===== src/rtl/uart_rx_brk_pkg.sv =====
package uart_rx_brk_pkg;

    localparam int DATA_W = 8;

    typedef struct packed {
        logic              brk;
        logic              ferr;
        logic              perr;
        logic [DATA_W-1:0] data;
    } rx_entry_t;

    typedef enum logic [2:0] {
        S_IDLE,
        S_START,
        S_DATA,
        S_PARITY,
        S_STOP,
        S_HOLD,
        S_REARM
    } rx_state_t;

endpackage


===== src/rtl/uart_rx_sync.sv =====
module uart_rx_sync #(
    parameter int STAGES = 2
) (
    input  logic clk,
    input  logic rst_n,
    input  logic din,
    output logic dout
);
    logic [STAGES-1:0] chain;

    always_ff @(posedge clk or negedge rst_n) begin
        if (!rst_n) chain <= '1;
        else        chain <= {chain[STAGES-2:0], din};
    end

    assign dout = chain[STAGES-1];
endmodule


===== src/rtl/uart_rx_frame.sv =====
module uart_rx_frame
    import uart_rx_brk_pkg::*;
#(
    parameter int OSR = 16
) (
    input  logic       clk,
    input  logic       rst_n,
    input  logic       tick,
    input  logic       rxd,
    input  logic [1:0] cfg_len,
    input  logic       cfg_par_en,
    input  logic       cfg_par_odd,
    input  logic       cfg_two_stop,
    output logic       push,
    output rx_entry_t  push_entry
);
    localparam int CW   = $clog2(OSR);
    localparam int MAXB = 2 + DATA_W + 2;
    localparam int LRW  = $clog2(MAXB * OSR + 2);

    rx_state_t         st, st_n;
    logic [CW-1:0]     tcnt;
    logic [2:0]        bcnt;
    logic              stop_idx;
    logic [DATA_W-1:0] shreg;
    logic              par_acc, perr_q, ferr_q, allz, prev_hi;
    logic [LRW-1:0]    lowrun;

    logic [3:0]        nbits, fbits;
    logic [LRW-1:0]    thr;
    logic              mid, half, last_data, last_stop, brk_hit;
    logic [DATA_W-1:0] aligned;

    always_comb begin
        nbits     = 4'd5 + {2'b00, cfg_len};
        fbits     = 4'd2 + nbits + {3'b000, cfg_par_en} + {3'b000, cfg_two_stop};
        thr       = LRW'(32'(fbits) * OSR);
        mid       = tick && (tcnt == CW'(OSR - 1));
        half      = tick && (tcnt == CW'(OSR / 2 - 1));
        last_data = ({1'b0, bcnt} == (nbits - 4'd1));
        last_stop = !cfg_two_stop || stop_idx;
        brk_hit   = tick && !rxd && (lowrun >= thr);
        aligned   = shreg >> (4'd8 - nbits);
    end

    // state register
    always_ff @(posedge clk or negedge rst_n) begin
        if (!rst_n) st <= S_IDLE;
        else        st <= st_n;
    end

    // next-state decode
    always_comb begin
        st_n = st;
        unique case (st)
            S_IDLE:   if (tick && !rxd) st_n = S_START;
            S_START:  if (half) st_n = rxd ? S_IDLE : S_DATA;
            S_DATA:   if (mid && last_data) st_n = cfg_par_en ? S_PARITY : S_STOP;
            S_PARITY: if (mid) st_n = S_STOP;
            S_STOP:   if (mid && last_stop) st_n = (allz && !rxd) ? S_HOLD : S_IDLE;
            S_HOLD: begin
                if (tick && rxd)  st_n = S_IDLE;
                else if (brk_hit) st_n = S_REARM;
            end
            S_REARM:  if (tick && rxd && prev_hi) st_n = S_IDLE;
            default:  st_n = S_IDLE;
        endcase
    end

    // line history, independent of state
    always_ff @(posedge clk or negedge rst_n) begin
        if (!rst_n) begin
            lowrun  <= '0;
            prev_hi <= 1'b1;
        end else if (tick) begin
            prev_hi <= rxd;
            if (rxd)            lowrun <= '0;
            else if (~&lowrun)  lowrun <= lowrun + 1'b1;
        end
    end

    // outputs and frame datapath
    always_ff @(posedge clk or negedge rst_n) begin
        if (!rst_n) begin
            tcnt       <= '0;
            bcnt       <= '0;
            stop_idx   <= 1'b0;
            shreg      <= '0;
            par_acc    <= 1'b0;
            perr_q     <= 1'b0;
            ferr_q     <= 1'b0;
            allz       <= 1'b1;
            push       <= 1'b0;
            push_entry <= '0;
        end else begin
            push <= 1'b0;
            unique case (st)
                S_IDLE: begin
                    tcnt     <= '0;
                    bcnt     <= '0;
                    stop_idx <= 1'b0;
                    shreg    <= '0;
                    par_acc  <= 1'b0;
                    perr_q   <= 1'b0;
                    ferr_q   <= 1'b0;
                    allz     <= 1'b1;
                end
                S_START: begin
                    if (tick) tcnt <= half ? '0 : tcnt + 1'b1;
                end
                S_DATA: begin
                    if (tick) tcnt <= mid ? '0 : tcnt + 1'b1;
                    if (mid) begin
                        shreg   <= {rxd, shreg[DATA_W-1:1]};
                        par_acc <= par_acc ^ rxd;
                        allz    <= allz & !rxd;
                        bcnt    <= bcnt + 1'b1;
                    end
                end
                S_PARITY: begin
                    if (tick) tcnt <= mid ? '0 : tcnt + 1'b1;
                    if (mid) begin
                        perr_q <= par_acc ^ rxd ^ cfg_par_odd;
                        allz   <= allz & !rxd;
                    end
                end
                S_STOP: begin
                    if (tick) tcnt <= mid ? '0 : tcnt + 1'b1;
                    if (mid) begin
                        ferr_q   <= ferr_q | !rxd;
                        allz     <= allz & !rxd;
                        stop_idx <= 1'b1;
                        if (last_stop && !(allz && !rxd)) begin
                            push            <= 1'b1;
                            push_entry.brk  <= 1'b0;
                            push_entry.ferr <= ferr_q | !rxd;
                            push_entry.perr <= perr_q;
                            push_entry.data <= aligned;
                        end
                    end
                end
                S_HOLD: begin
                    tcnt <= '0;
                    if (tick && rxd) begin
                        push            <= 1'b1;
                        push_entry.brk  <= 1'b0;
                        push_entry.ferr <= 1'b1;
                        push_entry.perr <= perr_q;
                        push_entry.data <= aligned;
                    end else if (brk_hit) begin
                        push            <= 1'b1;
                        push_entry.brk  <= 1'b1;
                        push_entry.ferr <= 1'b0;
                        push_entry.perr <= 1'b0;
                        push_entry.data <= '0;
                    end
                end
                S_REARM: begin
                    tcnt <= '0;
                end
                default: tcnt <= '0;
            endcase
        end
    end
endmodule


===== src/rtl/uart_rx_fifo.sv =====
module uart_rx_fifo
    import uart_rx_brk_pkg::*;
#(
    parameter int DEPTH = 16
) (
    input  logic          clk,
    input  logic          rst_n,
    input  logic          push,
    input  rx_entry_t     din,
    input  logic          pop,
    output rx_entry_t     dout,
    output logic          valid,
    output logic          drop,
    output logic          arrive,
    output logic [$clog2(DEPTH):0] count
);
    localparam int AW = $clog2(DEPTH);

    rx_entry_t     mem [DEPTH];
    logic [AW-1:0] wp, rp;
    logic [AW:0]   cnt, cnt_n;
    logic          full, pop_eff, push_ok;

    always_comb begin
        full    = (cnt == (AW+1)'(DEPTH));
        pop_eff = pop && (cnt != '0);
        push_ok = push && (!full || pop_eff);
        drop    = push && !push_ok;
        cnt_n   = cnt + {{AW{1'b0}}, push_ok} - {{AW{1'b0}}, pop_eff};
    end

    always_ff @(posedge clk or negedge rst_n) begin
        if (!rst_n) begin
            wp     <= '0;
            rp     <= '0;
            cnt    <= '0;
            arrive <= 1'b0;
        end else begin
            if (push_ok) wp <= (wp == AW'(DEPTH - 1)) ? '0 : wp + 1'b1;
            if (pop_eff) rp <= (rp == AW'(DEPTH - 1)) ? '0 : rp + 1'b1;
            cnt    <= cnt_n;
            arrive <= (cnt_n != '0) && ((cnt == '0) || pop_eff);
        end
    end

    always_ff @(posedge clk) begin
        if (push_ok) mem[wp] <= din;
    end

    assign dout  = mem[rp];
    assign valid = (cnt != '0);
    assign count = cnt;
endmodule


===== src/rtl/uart_rx_status.sv =====
module uart_rx_status (
    input  logic clk,
    input  logic rst_n,
    input  logic arrive,
    input  logic head_brk,
    input  logic drop,
    input  logic lsr_rd,
    output logic brk_stat,
    output logic ovr_stat
);
    always_ff @(posedge clk or negedge rst_n) begin
        if (!rst_n) begin
            brk_stat <= 1'b0;
            ovr_stat <= 1'b0;
        end else begin
            if (arrive && head_brk) brk_stat <= 1'b1;
            else if (lsr_rd)        brk_stat <= 1'b0;
            if (drop)               ovr_stat <= 1'b1;
            else if (lsr_rd)        ovr_stat <= 1'b0;
        end
    end
endmodule


===== src/rtl/uart_rx_brk.sv =====
module uart_rx_brk
    import uart_rx_brk_pkg::*;
#(
    parameter int OSR   = 16,
    parameter int DEPTH = 16
) (
    input  logic       clk,
    input  logic       rst_n,
    input  logic       tick,
    input  logic       rxd,
    input  logic [1:0] cfg_len,
    input  logic       cfg_par_en,
    input  logic       cfg_par_odd,
    input  logic       cfg_two_stop,
    input  logic       pop,
    input  logic       lsr_rd,
    output logic       rx_valid,
    output logic [7:0] rx_data,
    output logic       head_brk,
    output logic       head_ferr,
    output logic       head_perr,
    output logic       brk_stat,
    output logic       ovr_stat,
    output logic [$clog2(DEPTH):0] fifo_count
);
    logic      rxd_s, push, drop, arrive;
    rx_entry_t push_entry, head;

    uart_rx_sync #(.STAGES(2)) i_sync (
        .clk(clk), .rst_n(rst_n), .din(rxd), .dout(rxd_s)
    );

    uart_rx_frame #(.OSR(OSR)) i_frame (
        .clk(clk), .rst_n(rst_n), .tick(tick), .rxd(rxd_s),
        .cfg_len(cfg_len), .cfg_par_en(cfg_par_en),
        .cfg_par_odd(cfg_par_odd), .cfg_two_stop(cfg_two_stop),
        .push(push), .push_entry(push_entry)
    );

    uart_rx_fifo #(.DEPTH(DEPTH)) i_fifo (
        .clk(clk), .rst_n(rst_n), .push(push), .din(push_entry),
        .pop(pop), .dout(head), .valid(rx_valid), .drop(drop),
        .arrive(arrive), .count(fifo_count)
    );

    uart_rx_status i_status (
        .clk(clk), .rst_n(rst_n), .arrive(arrive), .head_brk(head.brk),
        .drop(drop), .lsr_rd(lsr_rd), .brk_stat(brk_stat), .ovr_stat(ovr_stat)
    );

    assign rx_data   = head.data;
    assign head_brk  = head.brk;
    assign head_ferr = head.ferr;
    assign head_perr = head.perr;
endmodule


===== config.mk =====
export PLATFORM = sky130hd
export DESIGN_NAME = uart_rx_brk
export DESIGN_NICKNAME = d
export VERILOG_FILES = /design/src/rtl/uart_rx_brk_pkg.sv /design/src/rtl/uart_rx_sync.sv /design/src/rtl/uart_rx_frame.sv /design/src/rtl/uart_rx_fifo.sv /design/src/rtl/uart_rx_status.sv /design/src/rtl/uart_rx_brk.sv
export SDC_FILE = /design/constraint.sdc
export NUM_CORES = 1
export LEC_CHECK = 0
export BUFFER_PORTS_ARGS = -buffer_cell sky130_fd_sc_hd__buf_2
export CAP_MARGIN = 15
export CORE_MARGIN = 10
export CORE_UTILIZATION = 30
export CTS_CLUSTER_DIAMETER = 50
export DETAILED_ROUTE_END_ITERATION = 7
export PLACE_DENSITY_LB_ADDON = 0.05
export SYNTH_ARGS = -nofsm -noshare
export SYNTH_HDL_FRONTEND = slang
export SYNTH_SLANG_ARGS = --single-unit

===== constraint.sdc =====
create_clock -name clk -period 7.9 [get_ports clk]
set_input_delay 1.58 -clock clk [delete_from_list [all_inputs] [get_ports clk]]
set_output_delay 1.58 -clock clk [all_outputs]
set_load 0.01 [all_outputs]

## After elaboration in Yosys (flattened, before gate mapping)

Memory sizes are Yosys's and may differ from the RTL's.
Index checks and enable logic that the tools add are counted.

| storage, ports and cells | value |
|---|---|
| flip-flop bits (word level) | 62 |
| bits in latches | 0 |
| bits in writable memories | 176 |
| bits in read-only memories | 0 |
| output and inout port bits | 19 |
| word-level logic and storage cells | 163 |
| memories | 1 |

| cells by class | value |
|---|---|
| add/sub/neg operators | 13 |
| multipliers | 0 |
| divide/modulo/power cells | 0 |
| $lt $le $gt $ge | 1 |
| equal/unequal tests | 26 |
| shifts and indexed selects | 1 |
| mux-type cells | 50 |
| bitwise operators | 4 |
| reductions and logical operators | 44 |

Memories:

| name | depth | width | read ports | clocked after memory_dff | wr ports | RTL line | text |
|---|---|---|---|---|---|---|---|
| i_fifo.mem | 16 | 11 | 1 | 0 | 1 | uart_rx_fifo.sv:19 | `rx_entry_t mem [DEPTH];` |

Operators by type and width:

| operator | count |
|---|---|
| 11-bit 2-to-1 mux | 4 |
| 3-bit 2-to-1 mux | 11 |
| 4-bit 2-to-1 mux | 6 |
| 8-bit 2-to-1 mux | 3 |
| 2-bit by 1-bit inequality test with 1-bit output, second input constant | 11 |
| 11-bit case mux with 2 select lines | 1 |
| 3-bit case mux with 7 select lines | 1 |
| 8-bit case mux with 2 select lines | 1 |
| 1-bit logical AND | 15 |
| 1-bit 2-to-1 mux | 14 |
| 2-bit nonzero test | 7 |
| 4-bit by 1-bit adder with 4-bit output, second input constant | 3 |
| 4-bit == test, second input constant | 3 |
| 1-bit case mux with 2 select lines | 6 |
| 2-bit AND reduction | 6 |
| 5-bit nonzero test | 2 |
| 3-bit == test, second input constant | 3 |
| 4-bit by 1-bit adder with 4-bit output | 2 |
| 8-bit by 1-bit adder with 8-bit output, second input constant | 1 |
| 8-bit >= comparator | 1 |
| 4-bit case mux with 2 select lines | 1 |
| 8-bit AND reduction | 1 |
| 8-bit by 4-bit right shift with 8-bit output | 1 |
| 7-bit AND reduction | 1 |
| 25 further kinds | 34 |

## Longest topological paths before layout

| logic depth | value |
|---|---|
| depth in word-level cells | 9 |
| depth in mapped cells | 15 |

## By module

Synthesis repeated with hierarchy kept, for this count alone.

| unflattened totals | value |
|---|---|
| cell total of the unflattened synthesis | 711 |
| area total of the unflattened synthesis | 10512.6 sq um |

By module, submodules not included:

| module | times used | cells an instance | area each (sq um) | seq. area each (sq um) |
|---|---|---|---|---|
| uart_rx_fifo | 1 | 416 | 7619.8 | 5635.4 |
| uart_rx_frame | 1 | 288 | 2770.2 | 1103.6 |
| uart_rx_status | 1 | 5 | 70.1 | 50.0 |
| uart_rx_sync | 1 | 2 | 52.6 | 52.6 |

## Least setup slack after synthesis

OpenSTA, ideal clock, no wires.

| timing path | value |
|---|---|
| kind | input-to-reg |
| start | input cfg_len[0] |
| end | register, netlist name i_frame.push_entry[0] |
| data arrival time | 4412 ps |
| slack | 3367 ps |
| stages | 14 |
| cells stage by stage | clkbuf_1 > inv_1 > ha_1 > buf_1 > inv_1 > ha_1 > ha_1 > and4b_1 > a221oi_1 > o21ai_1 > nand3_1 > and2_1 > buf_2 > a22o_1 |

| on the way | value |
|---|---|
| longest elaborated chain between the ends | 8 |
| elaborated cells between the ends (all ways) | 14 |
| those cells by class | add/sub (5); order compare (1); eq/ne (1); shift (1); mux (4); reduce/logical (2) |

RTL lines:

| what | RTL line | text |
|---|---|---|
| start, declared | uart_rx_brk.sv:11 | `input logic [1:0] cfg_len,` |
| 3-bit by 2-bit adder with 4-bit output (*) | uart_rx_frame.sv:35 | `nbits = 4'd5 + {2'b00, cfg_len};` |
| 2-bit by 4-bit adder with 4-bit output | uart_rx_frame.sv:36 | `fbits = 4'd2 + nbits + {3'b000, cfg_par_en} + {3'b000, cfg_two_stop};` |
| 4-bit by 1-bit adder with 4-bit output (2 in series) | uart_rx_frame.sv:36 |  |
| 8-bit >= comparator | uart_rx_frame.sv:42 | `brk_hit = tick && !rxd && (lowrun >= thr);` |
| 1-bit logical AND | uart_rx_frame.sv:42 |  |
| 3-bit by 1-bit inequality test with 1-bit output (no line) | -- |  |
| 4-bit AND reduction (no line) | -- |  |

Every way passes the cells marked *; elsewhere a longest branch is shown, timed or not. The select of a mux whose other input is x is not followed.
A chain may end at the register's enable or synchronous reset.

## Final worst setup path

| timing path | value |
|---|---|
| start | register i_fifo.rp[0] |
| end | output rx_data[3] |

| on the way | value |
|---|---|
| longest elaborated chain between the ends | 1 |

RTL lines:

| what | RTL line | text |
|---|---|---|
| start, declared | uart_rx_fifo.sv:20 | `logic [AW-1:0] wp, rp;` |
| start signal, assigned | uart_rx_fifo.sv:40 | `if (pop_eff) rp <= (rp == AW'(DEPTH - 1)) ? '0 : rp + 1'b1;` |
| memory 16 x 11 bit | -- |  |
| end, declared | uart_rx_brk.sv:18 | `output logic [7:0] rx_data,` |

No other way between the ends.

==> metrics.md <==
| Metric | Value |
|---|---|
| Synth Warn # | `0` |
| Via density | `between 4 and 5` |
| Critical Path Start Type | `register` |
| DIE HEIGHT | `around 200 µm` |
| Clock Latency Late Sink | `about 0.5 ns` |
| RSZ-0062 raised after global routing | `false` |
| Synthesized Nets | `731` |
| Layout cells sized above 1 | `between 10% and 20%` |
| Sequential share of the synthesized area | `approximately two thirds` |
| Skew final | `roughly 0.013 ns` |
| Final Critical Period | `around 4.8 ns` |
| PortBufs | `29` |
| Leak Pwr | `around 4.3 nW` |
| Ports | `30` |
| Total negative slack | `0 ns` |
| CP max-delay cell | `dfrtp_4` |
| Die area | `about 42000 µm²` |
| DRT Wirelength | `between 20000 and 25000 µm` |
| R2R Path Start | `i_fifo.count[2]` |
| Worst path required time | `6.32 ns` |
| Die W | `between 200 and 250 µm` |
| Async set or reset register ratio after synthesis | `between 20% and 30%` |
| Crit-path cells | `buf_4 > mux2_1 > o21ai_0 > a21oi_1 > o21ai_0 > nand2_1 > buf_2` |
| Hold path cells | `0` |
| Predominant post-synthesis flop cell | `edfxtp_1` |
| Max Freq | `around 210 MHz` |
| Gpl congestion | `around 0.75` |
| Slew HR | `roughly a quarter` |
| Register Area | `6850 µm²` |
| Area contributors post-synth | `edfxtp_1, dfrtp_1, mux4_2` |
| Root cell of the clock tree | `clkbuf_16` |
| Setup crit end kind | `primary output` |
| Area leader, netlist | `edfxtp_1` |
| Syn-to-layout area delta | `17.3%` |
| Antenna-violating nets left | `0` |
| First-pass GRT wire length | `roughly 37000 µm` |
| Power Density | `approximately 330 nW/µm²` |
| Largest buffer count on any clock path | `3` |
| DR WL/cell | `between 15 and 20 µm` |
| Antenna violations before repair | `0` |
| Dpl ws | `roughly 3.2 ns` |
| GR Overflow Total | `0` |
| Slew Viols, Final | `0` |
| DP HPWL | `~15000 µm` |
| Inserted Clock Buffers | `34` |
| Clock sinks | `238` |
| TritonCTS clock tree | `yes` |
| Hold-fix buffers at CTS | `0` |
| Register-to-Register Path Depth | `11` |
| Multi-input gate area | `~3200 µm²` |
| Synth Register Bits | `roughly 240` |
| Status | `completed` |
| Row cnt | `67` |
| Clk pin slew, worst setup/hold paths | `roughly 0.050 ns` |
| Initial Utilization | `between 30% and 40%` |
| Core ar. | `~34000 µm²` |
| Commonest non-fill, non-tap cell in the layout | `edfxtp_1` |
| TritonRoute pass-1 iters | `4` |
| Post-Syn Instances | `between 600 and 700` |
| Worst hold path class | `reg -> reg` |
| Final setup margin | `approximately 3.1 ns` |
| Synth Area per Inst | `approximately 15 µm²` |
| Antenna diodes | `0` |
| Post-synth EDFFs | `176` |
| Peak VDD IR | `0.131 mV` |
| Iter 0 DRT Violations | `295` |
| Peak fanout along the critical path | `40` |
| Synth cell types | `58` |
| Cell mode on critical path | `o21ai_0` |
| Post-CTS sizing | `0` |
| Max-cap violations | `0` |
| CP arrival | `between 3 and 4 ns` |
| Tcrit/Tclk final | `approximately 60%` |
| Number of H-tree levels | `2` |
| Filler cells | `3224` |
| Routed via count | `between 5k and 6k` |
| Number of global-route vias before repair | `just over 6k` |
| Most frequent cells in the layout | `edfxtp_1, dfrtp_1, nand2_1` |
| Top cell type's share of synthesized area | `51.3%` |
| Peak per-stage delay on the critical path | `roughly 0.9 ns` |
| Fin. Hold Viols | `0` |
| Actual slew at the worst max-slew pin | `about 1.1 ns` |
| CP startpoint | `i_fifo.rp[0]` |
| Hold Crit Start | `i_sync.chain[0]` |
| Synthesized area | `just over 10000 µm²` |
| Drt drc | `0` |
| Postcts setup bufs | `0` |
| Kind of critical path | `reg -> out` |
| Total Nets Final | `approximately 770` |
| Final setup viols | `0` |
| GRT Util Overall | `11.5%` |
| Largest net degree at the start of global routing | `63` |
## worst paths after layout
kind | endpoint | slack, ns
min in group asynchronous | i_frame.lowrun[6] | 1.27
max in group asynchronous | i_fifo.rp[0] | 5.99
min reg2reg | i_sync.chain[1] | 0.36
min | i_sync.chain[1] | 0.36
max reg2reg | i_fifo.arrive | 4.52
max | rx_data[3] | 3.14
## where the power goes
part	switching [mW]	internal, mW	total (mW)
registers	0.180	1.42	1.60
clock network	0.542	0.919	1.46
logic	0.502	0.373	0.876
## worst max-delay path: cells and delay by family (launching register included)
kind	cells	cell delay (ns)
buffers and inverters	2	0.72
DFF	1	0.92
and+or+nand+nor	1	0.09
AOI/OAI and AO/OA	3	0.53
muxes	1	0.38
## cell families (layout without fill, tap and decap cells)
logic type | count (synthesis) | after routing | share of synthesized area [%]
adders and majority gates | 24 | 24 | 3.06
muxes | 77 | 77 | 11.3
AOI/OAI and AO/OA | 142 | 142 | 8.87
DFF | 238 | 238 | 66.4
and+or+nand+nor | 133 | 133 | 6.17
buffers and inverters | 66 | 134 | 2.77
xor gates and xnor gates | 16 | 16 | 1.36
## cell usage after synthesis (all sizes together) (12+ instances only)
| library cell | instances |
|---|---|
| a22o | 14 |
| ha | 22 |
| nor2 | 30 |
| mux2 | 15 |
| o21ai | 52 |
| a221oi | 12 |
| mux2i | 32 |
| nand2 | 51 |
| dfrtp | 58 |
| nor3 | 12 |
| clkbuf | 19 |
| inv | 30 |
| edfxtp | 176 |
| buf | 17 |
| a21oi | 25 |
| mux4 | 30 |
## final cells by class
| cell class | count | area share (%) |
|---|---|---|
| Timing Repair Buffer | 43 | 2.07 |
| Clock inverter | 18 | 1.32 |
| Multi-Input combinational cell | 392 | 26.5 |
| Clock buffer | 43 | 7.86 |
| Tap cell | 448 | 4.64 |
| Inverter | 30 | 0.933 |
| Sequential cell | 238 | 56.7 |
## flip-flops by register name (all words and copies together) (netlist names), 2 cells and up
name	count
i_fifo.mem	176
i_frame.push_entry	11
i_frame.lowrun	8
i_frame.shreg	8
i_fifo.count	5
i_fifo.rp	4
i_fifo.wp	4
i_frame.tcnt	4
i_frame.bcnt	3
i_frame.st	3
i_sync.chain	2
## stage by stage
| step | instance area, µm² | hold slack [ns] | std cells | total power, mW | util [%] |
|---|---|---|---|---|---|
| 2_1_floorplan | 10300 | 0.345 | 696 | 2.21 | - |
| 3_3_place_gp | 11000 | 0.349 | 1151 | 2.50 | 32.5 |
| 3_5_place_dp | 11000 | 0.347 | 1151 | 2.52 | 32.5 |
| 4_1_cts | 12100 | 0.358 | 1212 | 4.01 | 35.8 |
| 5_1_grt | 12100 | 0.363 | 1212 | 4.16 | 35.8 |
| 6_report | 12100 | 0.356 | 1212 | 3.94 | 35.8 |
## layer usage
layer | share of wire [%] | GRT usage [%] | vias up
li1 | - | - | 2770
met2 | 50 | 19.8 | 100
met5 | 0 | 0 | -
met1 | 44 | 14.3 | 3024
met3 | 3.7 | 2.36 | 39
met4 | 2.1 | 3.39 | 0
Note: power is estimated with default switching activity, not from simulation.
